### src/rtl/abk_pkg.sv
package abk_pkg;

  // next value of a saturating in-flight counter with push and pop
  function automatic int unsigned tag_count_next(input int unsigned cur,
                                                 input logic push,
                                                 input logic pop,
                                                 input int unsigned cap);
    int unsigned nxt;
    nxt = cur;
    if (pop && nxt != 0) nxt = nxt - 1;
    if (push && nxt < cap) nxt = nxt + 1;
    return nxt;
  endfunction

  // full-width address equality
  function automatic logic addr_equal(input logic [63:0] a, input logic [63:0] b);
    return a == b;
  endfunction

endpackage

### src/rtl/abk_cmp.sv
module abk_cmp #(
  parameter int ADDR_W = 16
) (
  input  logic              en_i,
  input  logic              force_sel_i,
  input  logic [ADDR_W-1:0] match_addr_i,
  input  logic [ADDR_W-1:0] addr_i,
  input  logic              acc_i,
  input  logic              fetch_i,
  output logic              force_hit_o,
  output logic              tag_hit_o
);
  import abk_pkg::*;

  logic addr_eq;

  always_comb begin
    addr_eq     = addr_equal(64'(addr_i), 64'(match_addr_i));
    force_hit_o = en_i && force_sel_i && (acc_i || fetch_i) && addr_eq;
    tag_hit_o   = en_i && !force_sel_i && fetch_i && addr_eq;
  end
endmodule

### src/rtl/abk_force.sv
module abk_force (
  input  logic clk,
  input  logic rst_n,
  input  logic en_i,
  input  logic bnd_i,
  input  logic hit_i,
  output logic pend_o,
  output logic fire_o
);
  logic pend_q;

  always_ff @(posedge clk or negedge rst_n) begin
    if (!rst_n)       pend_q <= 1'b0;
    else if (!en_i)   pend_q <= 1'b0;
    else if (bnd_i)   pend_q <= hit_i;
    else if (hit_i)   pend_q <= 1'b1;
  end

  assign pend_o = pend_q;
  assign fire_o = en_i && bnd_i && pend_q;
endmodule

### src/rtl/abk_tagtrk.sv
module abk_tagtrk #(
  parameter int QDEPTH = 4,
  localparam int CNT_W = $clog2(QDEPTH + 1)
) (
  input  logic             clk,
  input  logic             rst_n,
  input  logic             en_i,
  input  logic             push_i,
  input  logic             pop_req_i,
  input  logic             flush_i,
  output logic [CNT_W-1:0] cnt_o,
  output logic             fire_o
);
  import abk_pkg::*;

  logic [CNT_W-1:0] cnt_q;
  logic             pop;

  assign pop    = en_i && pop_req_i && (cnt_q != '0);
  assign fire_o = pop;
  assign cnt_o  = cnt_q;

  always_ff @(posedge clk or negedge rst_n) begin
    if (!rst_n)                 cnt_q <= '0;
    else if (!en_i || flush_i)  cnt_q <= '0;
    else cnt_q <= CNT_W'(tag_count_next(32'(cnt_q), push_i, pop, 32'(QDEPTH)));
  end
endmodule

### src/rtl/addr_brkpt_unit.sv
module addr_brkpt_unit #(
  parameter int ADDR_W = 16,
  parameter int QDEPTH = 4,
  localparam int CNT_W = $clog2(QDEPTH + 1)
) (
  input  logic              clk,
  input  logic              rst_n,
  input  logic              en_i,
  input  logic              force_sel_i,
  input  logic [ADDR_W-1:0] match_addr_i,
  input  logic [ADDR_W-1:0] addr_i,
  input  logic              acc_i,
  input  logic              fetch_i,
  input  logic              insn_bnd_i,
  input  logic              qhead_i,
  input  logic              head_tag_i,
  input  logic              flush_i,
  output logic              tag_o,
  output logic              halt_o
);
  // internal events, named for the checker
  logic             force_hit;
  logic             tag_hit;
  logic             force_pend;
  logic             force_fire;
  logic             tag_fire;
  logic [CNT_W-1:0] tag_cnt;
  logic             halt_q;

  abk_cmp #(.ADDR_W(ADDR_W)) u_cmp (
    .en_i         (en_i),
    .force_sel_i  (force_sel_i),
    .match_addr_i (match_addr_i),
    .addr_i       (addr_i),
    .acc_i        (acc_i),
    .fetch_i      (fetch_i),
    .force_hit_o  (force_hit),
    .tag_hit_o    (tag_hit)
  );

  abk_force u_force (
    .clk    (clk),
    .rst_n  (rst_n),
    .en_i   (en_i),
    .bnd_i  (insn_bnd_i),
    .hit_i  (force_hit),
    .pend_o (force_pend),
    .fire_o (force_fire)
  );

  abk_tagtrk #(.QDEPTH(QDEPTH)) u_tag (
    .clk       (clk),
    .rst_n     (rst_n),
    .en_i      (en_i),
    .push_i    (tag_hit),
    .pop_req_i (qhead_i && head_tag_i),
    .flush_i   (flush_i),
    .cnt_o     (tag_cnt),
    .fire_o    (tag_fire)
  );

  always_ff @(posedge clk or negedge rst_n) begin
    if (!rst_n) halt_q <= 1'b0;
    else        halt_q <= force_fire || tag_fire;
  end

  assign tag_o  = tag_hit;
  assign halt_o = halt_q;
endmodule

### config.mk
export PLATFORM = sky130hd
export DESIGN_NAME = addr_brkpt_unit
export DESIGN_NICKNAME = d
export VERILOG_FILES = /design/src/rtl/abk_pkg.sv /design/src/rtl/abk_cmp.sv /design/src/rtl/abk_force.sv /design/src/rtl/abk_tagtrk.sv /design/src/rtl/addr_brkpt_unit.sv
export SDC_FILE = /design/constraint.sdc
export NUM_CORES = 1
export LEC_CHECK = 0
export ABC_AREA = 1
export BUFFER_PORTS_ARGS = -buffer_cell sky130_fd_sc_hd__buf_2
export CELL_PAD_IN_SITES_DETAIL_PLACEMENT = 0
export CELL_PAD_IN_SITES_GLOBAL_PLACEMENT = 2
export CORE_ASPECT_RATIO = 1.1
export CORE_MARGIN = 2
export CORE_UTILIZATION = 20
export DETAILED_ROUTE_END_ITERATION = 12
export GPL_ROUTABILITY_DRIVEN = 0
export MAX_ROUTING_LAYER = met4
export PLACE_DENSITY = 0.78
export SLEW_MARGIN = 5
export SYNTH_ARGS = -nofsm -noshare
export SYNTH_HDL_FRONTEND = slang
export SYNTH_SLANG_ARGS = --single-unit
### constraint.sdc
create_clock -name clk -period 1.9 [get_ports clk]
set_input_delay 0.38 -clock clk [delete_from_list [all_inputs] [get_ports clk]]
set_output_delay 0.38 -clock clk [all_outputs]
set_load 0.02 [all_outputs]
## Word-level counts from Yosys, hierarchy flattened

Cells that the tools add are included.

| word-level totals | value |
|---|---|
| register bits | 5 |
| output and inout port bits | 2 |
| input bits | 42 |
| logic and storage cells | 34 |

| operators by class | value |
|---|---|
| reduce and logical (&&, ||, !) cells | 19 |
| multiplexer cells | 7 |
| $add $sub $neg | 2 |
| magnitude comparators | 1 |
| equal/unequal tests | 2 |

Operators with widths:

| cell | number |
|---|---|
| $mux W32 | 2 |
| $lt A32 B3 Y1 const B | 1 |
| $eq A16 B16 Y1 | 1 |
| $logic_and A1 B1 Y1 | 13 |
| $mux W3 | 2 |
| $sub A3 B1 Y4 const B | 1 |
| $add A3 B1 Y3 const B | 1 |
| $logic_or A1 B1 Y1 | 3 |
| $mux W1 | 3 |
| $ne A3 B1 Y1 const B | 1 |
| $reduce_bool A3 Y1 | 1 |
| $logic_not A1 Y1 | 2 |

## Longest topological paths before layout

Gate-level depths: netlist of run 1.

| logic depth | value |
|---|---|
| depth in word-level cells | 10 |
| depth in mapped cells | 11 |
| depth with buffers taken out | 11 |

## Hierarchy

A second synthesis of run 1 with hierarchy kept.

| second synthesis, totals | value |
|---|---|
| cell total of the unflattened synthesis | 151 |
| area total of the unflattened synthesis | 757.0 um^2 |

By module, submodules not included:

| module | times used | area an instance (um^2) | cells each | sequential area each (um^2) |
|---|---|---|---|---|
| abk_cmp | 1 | 360.3 | 94 | 0.0 |
| abk_tagtrk | 1 | 296.5 | 43 | 75.1 |
| abk_force | 1 | 56.3 | 8 | 25.0 |
| addr_brkpt_unit | 1 | 43.8 | 6 | 25.0 |

## Least setup slack after synthesis of run 1

No wires, ideal clock.

| timing path | value |
|---|---|
| path kind | reg-to-reg |
| start | register u_tag.cnt_q[0] (netlist: u_tag.cnt_o[0]) |
| end | register u_tag.cnt_q[1] (netlist: u_tag.cnt_o[1]) |
| cell stages (with the launch flop) | 11 |
| path slack | 0.267 ns |
| arrival | 1.516 ns |
| path buffers | 0 |
| setup time | 0.117 ns |
| path through | dfrtp_1 -> inv_1 -> ha_1 -> nand2_1 -> nand4_1 -> o21ai_0 -> ha_1 -> inv_1 -> nand4_1 -> nand2_1 -> nor2_1 |

| between the ends | value |
|---|---|
| cells in the longest elaborated chain, start to end | 9 |

Ends and longest elaborated chain:

| item | line | text |
|---|---|---|
| start: declaration | abk_tagtrk.sv:16 | `logic [CNT_W-1:0] cnt_q;` |
| start signal: assignment | abk_tagtrk.sv:26 | `else cnt_q <= CNT_W'(tag_count_next(32'(cnt_q), push_i, pop, 32'(QDEPTH)));` |
| parallel branches: the longest is 3 deep, another holds $sub A3 B1 Y4 | -- |  |
| $mux W32 (*) | abk_pkg.sv:10 | `if (pop && nxt != 0) nxt = nxt - 1;` |
| $mux W32 (*) | abk_tagtrk.sv:25 | `else if (!en_i \|\| flush_i) cnt_q <= '0;` |
| $lt A32 B3 Y1 | abk_pkg.sv:11 | `if (push && nxt < cap) nxt = nxt + 1;` |
| $logic_and A1 B1 Y1 | abk_pkg.sv:11 |  |
| $mux W3 (*) | abk_pkg.sv:11 |  |
| $mux W3 (*) | abk_tagtrk.sv:25 |  |

Mark *: on every way between the ends. The select of a mux whose other input is x is not followed.
A chain may end at the register's enable or synchronous reset.

## Worst setup path in the final report of run 1

Ends and elaborated chain as after synthesis.

==> results by group, run 1 <==
Worst setup path
  – Critical path endpoint category: flip-flop
  – Critical Path RT: 2.00 ns
  – Setup CP Type: reg -> reg
  – CP arrival: 1.83 ns
  – Critical path launch point type: flip-flop
  – Maximum net fanout on the critical path: 4

Layout
  – Nets@finish: 263
  – Layout cells sized above 1: 0.2857
  – Layout Utilization: 0.3035
  – Ant. Diodes: 0
  – Final std cells w/o fill: 269
  – Fillcell total: 500
  – Area Growth Syn to Fin: 42.90%

Synth
  – Synth async-reset ratio: 1.000
  – Syn Inst Count: 166
  – Count leader, synth: nand2_1
  – Cell area after synthesis: 854.6 µm²
  – Area leader, netlist: nand2_1
  – Synth top area share: 0.2679
  – Post-synth top flop: dfrtp_1
  – Seq cells post-synth: 5
  – Synth Area per Inst: 5.148 µm²
  – Synth warn: 0
  – Post-synth EDFFs: 0
  – Post-Syn Nets: 211
  – Post-synth cell types: 20
  – Most common library cells after synthesis: nand2_1 (61), inv_1 (42), nor2_1 (29)
  – Sequential area share after synthesis: 0.1464
  – Dominant cells by area after synthesis: nand2_1 (27%), inv_1 (18%), dfrtp_1 (15%), nor2_1 (13%), ha_1 (4.4%)

STA
  – Peak Freq: 579.5 MHz
  – Slew @ Worst Pin: 0.2904 ns
  – Min cycle time layout: 1.726 ns
  – RSZ-0062 raised after global routing: no
  – Max Slew Vio Count: 0
  – Final Hold Vio Count: 0
  – # setup viols final: 0
  – Worst slew margin: 0.8051
  – Layout Skew: 0.001085 ns
  – TNS Setup: 0 ns
  – Min Hold Slack: 0.3610 ns
  – Fin crit share: 0.9082

GRT
  – M2 GR Usage: 0.1433
  – Global routing's busiest layer: met2
  – GRT Overall Usage: 0.08147
  – Global-route met3 utilization: 0.01085
  – Vias in the first global route: 895
  – Routing usage on met1: 0.09735
  – Overflow after GRT: 0
  – Largest net degree at the start of global routing: 6
  – Initial antenna violation count: 0
  – Global-route wire length before repair: 3146 µm

Detailed routing
  – Vias/cell: 3.729
  – Drt pass-1 iters: 4
  – Initial DRC Count: 27
  – Post-Route WL: 1888 µm
  – Routed Antenna Nets: 0
  – Drc violations: 0
  – DR vias: 1003
  – DR WL/cell: 7.019 µm

Placement
  – IO buf count: 43
  – HPWL Detailed: 1733 µm
  – Placed Cells: 263

Die
  – Ports: 44
  – Die area: 4813 µm²
  – Initial core utilization: 0.2124
  – Chip width: 66.33 µm
  – Cell row count: 24
  – Core box area: 4024 µm²
  – Die H: 72.56 µm

Job
  – Max_cap viols: 0

CTS
  – Clock tree from TritonCTS: done
  – Clk sinks: 5
  – Clock transition at path regs: 0.03 ns
  – TritonCTS Buffers: 3
  – Worst skew pair latency: 0.21 ns
  – CTS H-tree lvls: 1
  – CTS Buffer Depth: 2
  – Clock Tree Root: clkbuf_8

Min path
  – Hold Crit Class: in -> reg

Power
  – Leakage power: 0.8236 nW
  – Peak supply drop: 0.0001361 V
  – Total chip power: 429.6 µW
  – Pwr/cell area: 351.8 nW/µm²

Run status
  – Status: finished, final reports clean
layout make-up:
cell class	count	area (µm²)	share of cell area
multi-input cells	116	569.3	0.4662
flip-flops and latches	5	125.1	0.1025
well taps	52	65.06	0.05328
repair buffers	47	247.7	0.2029
clock buffers	4	45.04	0.03689
inverters	45	168.9	0.1383
worst max-delay path: stages, from the launching register on:
cell and delay [ns]:
dfrtp_1 0.34, inv_1 0.08, ha_2 0.19, nand2_2 0.07
nand4_1 0.18, nand2_1 0.15, o21ai_2 0.07, ha_1 0.28
inv_1 0.05, nand4_1 0.08, nand2_1 0.08, nor2_1 0.03
through the flow:
step	instance area [µm²]	setup WS, ns
floorplan	854.6	0.2674
global placement	1150	0.1351
detailed placement	1150	0.1124
CTS	1205	0.09917
global route	1221	0.004897
finish	1221	0.1743
routing by layer:
metal | part of all wire | routed length, µm | vias to the layer above
met5 | 0 | 0 | -
met2 | 0.50 | 948 | 23
li1 | - | - | 579
met4 | 0 | 0 | 0
met1 | 0.45 | 852 | 401
met3 | 0.046 | 87 | 0
cell usage in the layout (no fill, tap or decap):
master,n
clkbuf_8,3
o21ai_2,1
nor3b_2,1
inv_1,42
nor2_1,29
buf_2,43
a21oi_4,1
ha_2,1
dlygate4sd3_1,1
o31ai_1,1
inv_2,3
nand4_1,4
nand4_2,1
or2_2,1
xnor2_1,4
nor2_4,1
nand2_2,2
ha_1,2
o21ai_1,1
nand3_1,3
nand2_1,60
nand3_2,1
dfrtp_1,5
buf_4,3
xor2_1,2
clkbuf_1,1
repair_timing:
action,in CTS,in global routing
setup endpoints to repair,0,1
hold endpoints to repair,5,0
hold buffers,1,0
buffers inserted,0,1
gates resized for setup,0,4
worst paths after layout:
kind | start | end | slack, ns | depth (start not counted)
max | u_tag.cnt_o[0] | u_tag.cnt_o[1] | 0.17 | 11
min | insn_bnd_i | u_force.pend_o | 0.36 | 2
max reg2reg | u_tag.cnt_o[0] | u_tag.cnt_o[1] | 0.17 | 11
min reg2reg | u_force.pend_o | halt_o | 0.50 | 2
max in group asynchronous | rst_n | u_tag.cnt_o[1] | 1.26 | 2
min in group asynchronous | rst_n | halt_o | 0.52 | 2
state kept, by name, summed over array words and instances, names as in the netlist:
register	flops
u_force.pend_o	1
u_tag.cnt_o	3
halt_o	1
report_power, final:
part / switching (mW) / internal, mW / total [mW]
sequential: 0.000000276 / 0.107 / 0.107
combinational: 0.0687 / 0.0645 / 0.133
clock: 0.0457 / 0.143 / 0.189
total: 0.114 / 0.315 / 0.430
cell families (layout without fill, tap and decap cells):
group                    count (synthesis)  count (layout)  synth area share
AND/OR/NAND/NOR                        103             103            0.5110
buffers and inverters                   45              96            0.1977
XOR/XNOR                                 6               6           0.06149
flip-flops                               5               5            0.1464
AO/OA/AOI/OAI                            4               4           0.03953
adder cells (fa/ha/maj)                  3               3           0.04393
No activity file was read; power rests on OpenSTA's default activity.
==> inputs of run 2 (changes only) <==
--- a/config.mk
+++ b/config.mk
@@ -14,8 +14,8 @@
 export CORE_UTILIZATION = 20
 export DETAILED_ROUTE_END_ITERATION = 12
 export GPL_ROUTABILITY_DRIVEN = 0
-export MAX_ROUTING_LAYER = met4
 export PLACE_DENSITY = 0.78
+export SKIP_CTS_REPAIR_TIMING = 1
 export SLEW_MARGIN = 5
 export SYNTH_ARGS = -nofsm -noshare
 export SYNTH_HDL_FRONTEND = slang
==> results by group, run 2 (synthesis results as in run 1) <==
CTS
  – Clock transition at path regs: 0.03 ns
  – Clock tree from TritonCTS: done
  – CTS Buffer Depth: 2
  – Worst skew pair latency: 0.21 ns
  – TritonCTS Buffers: 3
  – Clock Tree Root: clkbuf_8
  – CTS H-tree lvls: 1
  – Clk sinks: 5

Worst setup path
  – Critical path's largest stage delay: 0.34 ns
  – Maximum net fanout on the critical path: 4
  – Critical-path cell list: inv_1, ha_2, nand2_2, nand4_1, nand2_1, o21ai_2, ha_1, inv_1, nand4_1, nand2_1, nor2_1
  – Critical path launch point type: flip-flop
  – Critical Path RT: 2.00 ns
  – Critical path endpoint category: flip-flop
  – Slowest cell on crit path: dfrtp_1
  – Setup CP Type: reg -> reg
  – CP arrival: 1.83 ns
  – Crit-path leading delay family: simple AND/OR/NAND/NOR gates
  – R2R Setup Slk: 0.17 ns
  – WP buf/inv: 2

Power
  – Peak supply drop: 0.0001361 V
  – Pwr/cell area: 351.8 nW/µm²
  – Leakage power: 0.8236 nW
  – Total chip power: 429.6 µW

STA
  – TNS Setup: 0 ns
  – Min Hold Slack: 0.3610 ns
  – Peak Freq: 579.4 MHz
  – Max Slew Vio Count: 0
  – Fin crit share: 0.9083
  – Slew @ Worst Pin: 0.2887 ns
  – Layout Skew: 0.001085 ns
  – Final Hold Vio Count: 0
  – RSZ-0062 raised after global routing: no
  – Min cycle time layout: 1.726 ns
  – # setup viols final: 0
  – Worst slew margin: 0.8062

Layout
  – Most frequent cells in the layout: nand2_1 (60), buf_2 (43), inv_1 (42)
  – Layout Utilization: 0.3035
  – Max reg flops: 3
  – Fillcell total: 500
  – Layout cells sized above 1: 0.2857
  – Area Growth Syn to Fin: 42.90%
  – Ant. Diodes: 0
  – Commonest non-fill, non-tap cell in the layout: nand2_1
  – Nets@finish: 263
  – Cell area after layout: 1221 µm²

Die
  – Core box area: 4024 µm²
  – Chip width: 66.33 µm
  – Die H: 72.56 µm
  – Cell row count: 24
  – Initial core utilization: 0.2124
  – Ports: 44
  – Die area: 4813 µm²

Job
  – Max_cap viols: 0

Min path
  – Hold Crit Class: in -> reg

GRT
  – Largest net degree at the start of global routing: 6
  – Vias in the first global route: 891
  – Overflow after GRT: 0
  – Global-route wire length before repair: 3105 µm
  – GRT Overall Usage: 0.07822
  – Initial antenna violation count: 0

Detailed routing
  – Drc violations: 0
  – Drt pass-1 iters: 4
  – DR vias: 1004
  – Initial DRC Count: 22
  – DR WL/cell: 7.007 µm
  – Vias/cell: 3.732
  – Routed Antenna Nets: 0
  – Post-Route WL: 1885 µm

Run status
  – Status: finished, final reports clean

Placement
  – Post-Place Cell Area: 1150 µm²
  – HPWL Detailed: 1733 µm
  – IO buf count: 43
[run 2: cell counts in the layout (fill, tap and decap cells not counted)]
Identical to the previous run, type by type.
[run 2: cell type report]
type | instances | area [µm²] | share of cell area
clock buffer | 4 | 45.04 | 0.03689
inverter | 45 | 168.9 | 0.1383
multi-input combinational | 116 | 569.3 | 0.4662
sequential | 5 | 125.1 | 0.1025
tap | 52 | 65.06 | 0.05328
timing repair buffer | 47 | 247.7 | 0.2029
[run 2: worst paths after layout]
kind / cells past startpoint / start / end
setup / recovery: 11 / u_tag.cnt_o[0] / u_tag.cnt_o[1]
setup reg to reg: 11 / u_tag.cnt_o[0] / u_tag.cnt_o[1]
min in group asynchronous: 2 / rst_n / halt_o
hold reg to reg: 2 / u_force.pend_o / halt_o
hold / removal: 2 / insn_bnd_i / u_force.pend_o
max in group asynchronous: 2 / rst_n / u_tag.cnt_o[1]
[run 2: routing by layer]
metal / vias to the layer above / wire length (µm) / global-route usage
li1: 580 / - / -
met1: 401 / 848 / 0.09641
met2: 23 / 948 / 0.1411
met3: 0 / 87 / 0.01085
met4: 0 / 0 / 0.02041
met5: - / 0 / 0
[run 2: stage by stage]
step           setup slack [ns]  std cells
3_3_place_gp             0.1351        263
4_1_cts                 0.09917        267
2_1_floorplan            0.2674        166
6_report                 0.1742        269
3_5_place_dp             0.1124        263
5_1_grt                0.004897        269
[run 2: power by group]
part	internal [mW]	total (mW)	leakage, nW	switching, mW
clock network	0.143	0.189	0.0228	0.0457
logic	0.0645	0.133	0.731	0.0687
registers	0.107	0.107	0.0699	0.000000275
